File: src/rtl/lsbd_pkg.sv
package lsbd_pkg;

    typedef enum logic [1:0] {
        ST_HUNT  = 2'd0,
        ST_DELIM = 2'd1,
        ST_FIRST = 2'd2,
        ST_SPAN  = 2'd3
    } lsbd_state_e;

endpackage

File: src/rtl/lsbd_rx_sync.sv
module lsbd_rx_sync #(
    parameter int STAGES = 2
) (
    input  logic clk,
    input  logic rst_n,
    input  logic rx_in,
    output logic line_lo,
    output logic fall
);
    logic [STAGES-1:0] chain_q;
    logic              prev_q;

    generate
        if (STAGES == 1) begin : g_one
            always_ff @(posedge clk or negedge rst_n) begin
                if (!rst_n) chain_q <= '1;
                else        chain_q <= rx_in;
            end
        end else begin : g_many
            always_ff @(posedge clk or negedge rst_n) begin
                if (!rst_n) chain_q <= '1;
                else        chain_q <= {chain_q[STAGES-2:0], rx_in};
            end
        end
    endgenerate

    always_ff @(posedge clk or negedge rst_n) begin
        if (!rst_n) prev_q <= 1'b1;
        else        prev_q <= chain_q[STAGES-1];
    end

    assign line_lo = ~chain_q[STAGES-1];
    assign fall    = prev_q & ~chain_q[STAGES-1];
endmodule

File: src/rtl/lsbd_stamp.sv
module lsbd_stamp #(
    parameter int TS_W = 20
) (
    input  logic            clk,
    input  logic            rst_n,
    output logic [TS_W-1:0] stamp
);
    logic [TS_W-1:0] cnt_q;

    always_ff @(posedge clk or negedge rst_n) begin
        if (!rst_n) cnt_q <= '0;
        else        cnt_q <= cnt_q + 1'b1;
    end

    assign stamp = cnt_q;
endmodule

File: src/rtl/lsbd_div_calc.sv
module lsbd_div_calc #(
    parameter int DIV_W     = 12,
    parameter int TS_W      = 20,
    parameter int SYNC_BITS = 8,
    parameter bit ROUND     = 1'b1
) (
    input  logic [TS_W-1:0]  span,
    output logic [DIV_W-1:0] div
);
    localparam int SH = $clog2(SYNC_BITS);
    localparam logic [TS_W:0] HALF = (TS_W+1)'(SYNC_BITS / 2);

    logic [TS_W:0] biased;
    logic [TS_W:0] quot;

    generate
        if (ROUND) begin : g_round
            assign biased = {1'b0, span} + HALF;
        end else begin : g_trunc
            assign biased = {1'b0, span};
        end
    endgenerate

    assign quot = biased >> SH;

    always_comb begin
        if (|quot[TS_W:DIV_W]) div = '1;
        else                   div = quot[DIV_W-1:0];
    end
endmodule

File: src/rtl/lsbd_ctrl.sv
module lsbd_ctrl
    import lsbd_pkg::*;
#(
    parameter int DIV_W     = 12,
    parameter int TS_W      = 20,
    parameter int SYNC_BITS = 8,
    parameter int BRK_BITS  = 11,
    parameter int TMO_SH    = 6
) (
    input  logic             clk,
    input  logic             rst_n,
    input  logic             soft_clr,
    input  logic             flag_clr,
    input  logic             line_lo,
    input  logic             fall,
    input  logic [TS_W-1:0]  stamp,
    input  logic [DIV_W-1:0] nom_div,
    output logic             brk_flag,
    output logic             sync_err,
    output logic             rx_en,
    output logic             div_load,
    output logic [DIV_W-1:0] meas_div
);
    localparam int BW    = DIV_W + $clog2(BRK_BITS + 1);
    localparam int TW    = DIV_W + TMO_SH + 1;
    localparam int EDGES = SYNC_BITS / 2 + 1;
    localparam int EW    = $clog2(EDGES + 1);
    localparam logic [EW-1:0] LAST_EDGE = EW'(EDGES - 1);

    typedef struct packed {
        lsbd_state_e      st;
        logic [BW-1:0]    low_cnt;
        logic [TW-1:0]    tmo;
        logic [EW-1:0]    edges;
        logic [TS_W-1:0]  t_first;
        logic [DIV_W-1:0] meas;
        logic             flag;
        logic             err;
        logic             rx_en;
        logic             load;
    } ctrl_t;

    ctrl_t q, n;

    logic [BW-1:0]    thr_brk;
    logic [TW-1:0]    tmo_lim;
    logic [BW-1:0]    low_inc;
    logic [TW-1:0]    tmo_inc;
    logic [TS_W-1:0]  span;
    logic [DIV_W-1:0] calc_div;

    assign thr_brk = BW'(nom_div) * BW'(BRK_BITS);
    assign tmo_lim = TW'(nom_div) << TMO_SH;
    assign low_inc = (q.low_cnt == '1) ? q.low_cnt : q.low_cnt + 1'b1;
    assign tmo_inc = (q.tmo == '1) ? q.tmo : q.tmo + 1'b1;
    assign span    = stamp - q.t_first;

    lsbd_div_calc #(
        .DIV_W(DIV_W), .TS_W(TS_W), .SYNC_BITS(SYNC_BITS), .ROUND(1'b1)
    ) i_div_calc (
        .span(span),
        .div (calc_div)
    );

    always_comb begin
        n      = q;
        n.load = 1'b0;
        if (flag_clr) n.flag = 1'b0;

        unique case (q.st)
            ST_HUNT: begin
                if (line_lo) begin
                    if (thr_brk != '0 && low_inc >= thr_brk) begin
                        n.st      = ST_DELIM;
                        n.flag    = 1'b1;
                        n.err     = 1'b0;
                        n.rx_en   = 1'b0;
                        n.low_cnt = '0;
                        n.tmo     = '0;
                        n.edges   = '0;
                    end else begin
                        n.low_cnt = low_inc;
                    end
                end else begin
                    n.low_cnt = '0;
                end
            end
            ST_DELIM: begin
                n.tmo = tmo_inc;
                if (!line_lo) n.st = ST_FIRST;
            end
            ST_FIRST: begin
                n.tmo = tmo_inc;
                if (fall) begin
                    n.t_first = stamp;
                    n.edges   = EW'(1);
                    n.st      = ST_SPAN;
                end
            end
            ST_SPAN: begin
                n.tmo = tmo_inc;
                if (fall) begin
                    if (q.edges == LAST_EDGE) begin
                        n.meas    = calc_div;
                        n.load    = 1'b1;
                        n.rx_en   = 1'b1;
                        n.st      = ST_HUNT;
                        n.low_cnt = '0;
                    end else begin
                        n.edges = q.edges + 1'b1;
                    end
                end
            end
            default: n.st = ST_HUNT;
        endcase

        if (q.st != ST_HUNT && tmo_inc >= tmo_lim) begin
            n.err     = 1'b1;
            n.st      = ST_HUNT;
            n.low_cnt = '0;
            n.load    = 1'b0;
            n.meas    = q.meas;
            n.rx_en   = 1'b0;
        end

        if (soft_clr) begin
            n.st      = ST_HUNT;
            n.flag    = 1'b0;
            n.err     = 1'b0;
            n.rx_en   = 1'b0;
            n.load    = 1'b0;
            n.meas    = q.meas;
            n.low_cnt = '0;
            n.tmo     = '0;
            n.edges   = '0;
        end
    end

    always_ff @(posedge clk or negedge rst_n) begin
        if (!rst_n) begin
            q <= '{st: ST_HUNT, default: '0};
        end else begin
            q <= n;
        end
    end

    assign brk_flag = q.flag;
    assign sync_err = q.err;
    assign rx_en    = q.rx_en;
    assign div_load = q.load;
    assign meas_div = q.meas;
endmodule

File: src/rtl/lin_sync_detect.sv
module lin_sync_detect #(
    parameter int DIV_W       = 12,
    parameter int TS_W        = 20,
    parameter int SYNC_BITS   = 8,
    parameter int BRK_BITS    = 11,
    parameter int TMO_SH      = 6,
    parameter int SYNC_STAGES = 2
) (
    input  logic             clk,
    input  logic             rst_n,
    input  logic             soft_clr,
    input  logic             rx_in,
    input  logic [DIV_W-1:0] nom_div,
    input  logic             brk_ie,
    input  logic             flag_clr,
    output logic             brk_flag,
    output logic             irq,
    output logic             sync_err,
    output logic [DIV_W-1:0] meas_div,
    output logic             div_load,
    output logic             rx_en
);
    logic            line_lo;
    logic            fall;
    logic [TS_W-1:0] stamp;

    lsbd_rx_sync #(.STAGES(SYNC_STAGES)) i_rx_sync (
        .clk    (clk),
        .rst_n  (rst_n),
        .rx_in  (rx_in),
        .line_lo(line_lo),
        .fall   (fall)
    );

    lsbd_stamp #(.TS_W(TS_W)) i_stamp (
        .clk  (clk),
        .rst_n(rst_n),
        .stamp(stamp)
    );

    lsbd_ctrl #(
        .DIV_W(DIV_W), .TS_W(TS_W), .SYNC_BITS(SYNC_BITS),
        .BRK_BITS(BRK_BITS), .TMO_SH(TMO_SH)
    ) i_ctrl (
        .clk     (clk),
        .rst_n   (rst_n),
        .soft_clr(soft_clr),
        .flag_clr(flag_clr),
        .line_lo (line_lo),
        .fall    (fall),
        .stamp   (stamp),
        .nom_div (nom_div),
        .brk_flag(brk_flag),
        .sync_err(sync_err),
        .rx_en   (rx_en),
        .div_load(div_load),
        .meas_div(meas_div)
    );

    assign irq = brk_flag & brk_ie;
endmodule

File: config.mk
export PLATFORM = sky130hd
export DESIGN_NAME = lin_sync_detect
export DESIGN_NICKNAME = d
export VERILOG_FILES = /design/src/rtl/lsbd_pkg.sv /design/src/rtl/lsbd_rx_sync.sv /design/src/rtl/lsbd_stamp.sv /design/src/rtl/lsbd_div_calc.sv /design/src/rtl/lsbd_ctrl.sv /design/src/rtl/lin_sync_detect.sv
export SDC_FILE = /design/constraint.sdc
export NUM_CORES = 1
export LEC_CHECK = 0
export BUFFER_PORTS_ARGS = -buffer_cell sky130_fd_sc_hd__buf_2
export CAP_MARGIN = 20
export CORE_UTILIZATION = 38
export DETAILED_ROUTE_END_ITERATION = 10
export GPL_ROUTABILITY_DRIVEN = 1
export PLACE_DENSITY = 0.66
export SYNTH_ARGS = -nofsm -noshare
export SYNTH_HDL_FRONTEND = slang
export SYNTH_SLANG_ARGS = --single-unit
File: constraint.sdc
create_clock -name clk -period 9.4 [get_ports clk]
set_input_delay 1.88 -clock clk [delete_from_list [all_inputs] [get_ports clk]]
set_output_delay 1.88 -clock clk [all_outputs]
set_load 0.03 [all_outputs]
==> impl_metrics.csv <==
group,metric,value,unit
timing,drv_slew,0,
min_path,hp-class,"reg -> reg",
cells_and_area,area_delta_synth_final,8.037,%
detailed_routing,vias,6617,
yosys,synth_top_area_share,29.22,%
yosys,synth_cell_types,76,
timing,fin_crit,6422,ps
yosys,synth-edff-count,0,
die,ioPinCount,35,
yosys,ys_seq_elements,99,
die,coreArea,0.02109,mm²
cells_and_area,antenna_cells,0,
yosys,netlist_area,0.008220,mm²
clock_network,cts_root_buf,"clkbuf_16",
timing,min_period_over_period,68.32,%
yosys,synth.most_common_cell,"dfrtp_1",
power_and_ir_drop,leakage,4.215,nW
yosys,syn_inst,924,
yosys,syn_nets,1037,
global_route,grt_pass1_wl,29940,µm
cells_and_area,layout-drive-gt1-share,10.43,%
global_route,track_usage,16.50,%
place,numPortBuffers,34,
place,place_ws,2639,ps
yosys,synth_ff_type,"dfrtp_1",
power_and_ir_drop,power.density,122.3,mW/mm²
timing,maxSlewHeadroom,35.07,%
setup_path,endpoint_kind,"register",
timing,clock_skew,14.16,ps
place,place_area,0.008558,mm²
power_and_ir_drop,peakVddDrop,0.06807,mV
setup_path,path_max_fanout,21,
clock_network,cts_setup_buffers,0,
yosys,synth_commonest_cells,"dfrtp_1 (96), ha_1 (86), nand2_1 (76), nor2_1 (73), inv_1 (64)",
setup_path,cpMostUsedCell,"ha_1",
yosys,yosysWarnings,0,
clock_network,clock_path_buffers,2,
timing,tns,0,ps
setup_path,path_cells,"buf_2 -> ha_1 -> fa_1 -> ha_1 -> nor2b_1 -> o2111a_1 -> nor4_1 -> o311ai_0 -> o311ai_0 -> inv_1 -> ha_1 -> a21o_1 -> a21o_1 -> a21oi_1 -> o21ai_0 -> inv_1 -> and2_1 -> o311a_1 -> or2_1 -> mux2_2",
setup_path,path_class,"in -> reg",
detailed_routing,avgRoutedWirePerCell,14.41,µm
setup_path,critical-path-max-stage-delay,690,ps
global_route,grt_pass1_vias,6251,
die,row_count,53,
clock_network,cts_tree,"yes",
yosys,async_flop_share,100.0,%
cells_and_area,nNetsFinal,1048,
yosys,ys_seq_area_share,30.18,%
clock_network,post_cts_resized,0,
setup_path,critPathLaunchType,"primary input",
place,hpwl,13220,µm
setup_path,critPathArrivalTime,6660,ps
clock_network,cts.hold.buffers_added,0,
timing,worst_pin_slew,971.5,ps
die,start_util,38.98,%
die,die_w,149.1,µm
die,fp.dieArea,0.02222,mm²
global_route,gr-total-overflow,0,
yosys,syn-mean-instance-area,8.897,µm²
detailed_routing,wl,17510,µm
job,drv_cap,0,
place,gp_congestion,0.8694,
outcome,status,"finished clean",
yosys,synth.area.top_cells,"dfrtp_1 (29%), ha_1 (13%), xnor2_1 (4.8%)",
detailed_routing,drc,0,
detailed_routing,dr.pass1.iters,5,
timing,hold_violations,0,
cells_and_area,fin_area,0.008881,mm²
detailed_routing,viasPerCell,5.446,
clock_network,cts_made_buffers,9,
die,die_y,149.1,µm
clock_network,clkTransAtPathRegs,70,ps
timing,final-setup-viol-count,0,
clock_network,insertion_delay,360,ps
yosys,yosys.area.top_type,"dfrtp_1",
timing,rsz0062_at_grt,"false",
clock_network,cts.sinks,99,
global_route,grt_max_degree,71,
detailed_routing,ant_nets,0,
clock_network,htree_levels,3,
setup_path,crit_slowest_cell,"o311a_1",
timing,max_freq,155.7,MHz
global_route,antenna_found_initial,0,
setup_path,required,9640,ps
timing,setup_ws,2978,ps
detailed_routing,drt_iter0_markers,387,
-- critical path, delay by kind of cell --
kind | cells | cell delay, ps
buffers and inverters | 3 | 300
muxes | 1 | 350
and+or+nand+nor | 4 | 940
adders and majority gates | 4 | 1340
AOI/OAI and AO/OA | 8 | 1850
-- stage by stage --
stage / power [W] / util (%) / hold WS [ps] / std cells
after floorplan: 0.0006318 / - / 345.2 / 924
after global placement: 0.0006873 / 40.55 / 347.4 / 1197
after detailed placement: 0.0006911 / 40.58 / 349.0 / 1198
after CTS: 0.001098 / 42.08 / 359.5 / 1214
after global routing: 0.001150 / 42.11 / 369.2 / 1215
final: 0.001086 / 42.11 / 359.9 / 1215
-- logic make-up (layout without fill, tap and decap cells) --
kind of cell	Yosys count	after routing	synth area share, %
xor gates and xnor gates	75	75	7.991
muxes	26	26	3.501
DFF	99	99	30.18
AOI/OAI and AO/OA	224	224	18.93
and+or+nand+nor	303	303	18.66
buffers and inverters	102	118	5.449
adders and majority gates	95	95	15.28
-- report_power, final --
group | total [W] | leakage [nW] | switching [W] | internal, W
clock | 0.000402 | 0.156 | 0.000187 | 0.000215
sequential | 0.000442 | 1.33 | 0.00000830 | 0.000434
combinational | 0.000242 | 2.73 | 0.000144 | 0.0000979
-- sequential cells by signal, indices dropped and copies added (netlist names) --
| register | flops |
|---|---|
| i_rx_sync.prev_q | 1 |
| i_ctrl.brk_flag | 1 |
| i_ctrl.q | 60 |
| i_ctrl.sync_err | 1 |
| i_rx_sync.chain_q | 2 |
| i_ctrl.rx_en | 1 |
| i_ctrl.div_load | 1 |
| i_ctrl.meas_div | 12 |
| i_stamp.stamp | 20 |
-- final cells by class --
cell class,count,area [µm²]
Fill cell,2090,12210
Multi-Input combinational cell,723,5298
Sequential cell,99,2481
Tap cell,275,344.1
Inverter,64,240.2
Clock buffer,9,225.2
Timing Repair Buffer,38,202.7
Clock inverter,7,90.09
-- metal layers --
metal	routed length (µm)	vias to the layer above	GRT usage, %
met5	0	-	0
met4	217	0	4.949
met3	410	17	1.743
met2	7888	90	26.30
met1	8993	3182	23.40
li1	-	3328	-
-- final timing paths --
| check | from | to | slack (ps) | cells past startpoint |
|---|---|---|---|---|
| worst max-delay path | nom_div[1] | i_ctrl.q[36] | 2980 | 20 |
| worst max register to register | i_ctrl.q[42] | i_ctrl.meas_div[8] | 4050 | 18 |
| min in group asynchronous | rst_n | i_ctrl.q[50] | 1460 | 1 |
| worst min register to register | i_rx_sync.chain_q[0] | i_rx_sync.chain_q[1] | 360 | 0 |
| worst min-delay path | i_rx_sync.chain_q[0] | i_rx_sync.chain_q[1] | 360 | 0 |
| max in group asynchronous | rst_n | i_ctrl.meas_div[2] | 6680 | 2 |
-- layout by cell type, fill, tap and decap left out, types with 9 or more instances in the layout --
cell type,n
nand3_1,36
mux2_2,22
fa_1,9
and3_1,19
a31oi_1,29
buf_2,33
dfrtp_1,96
xnor2_1,45
nor3_1,17
o21ai_0,35
nor2b_1,9
nor2_1,73
a21oi_1,43
a211oi_1,10
o21a_1,11
xor2_1,30
nand2_1,76
clkbuf_16,9
a21o_1,20
ha_1,86
and2_1,12
a22o_1,14
nand2b_1,10
inv_1,64
Note: power is estimated with default switching activity, not from simulation.
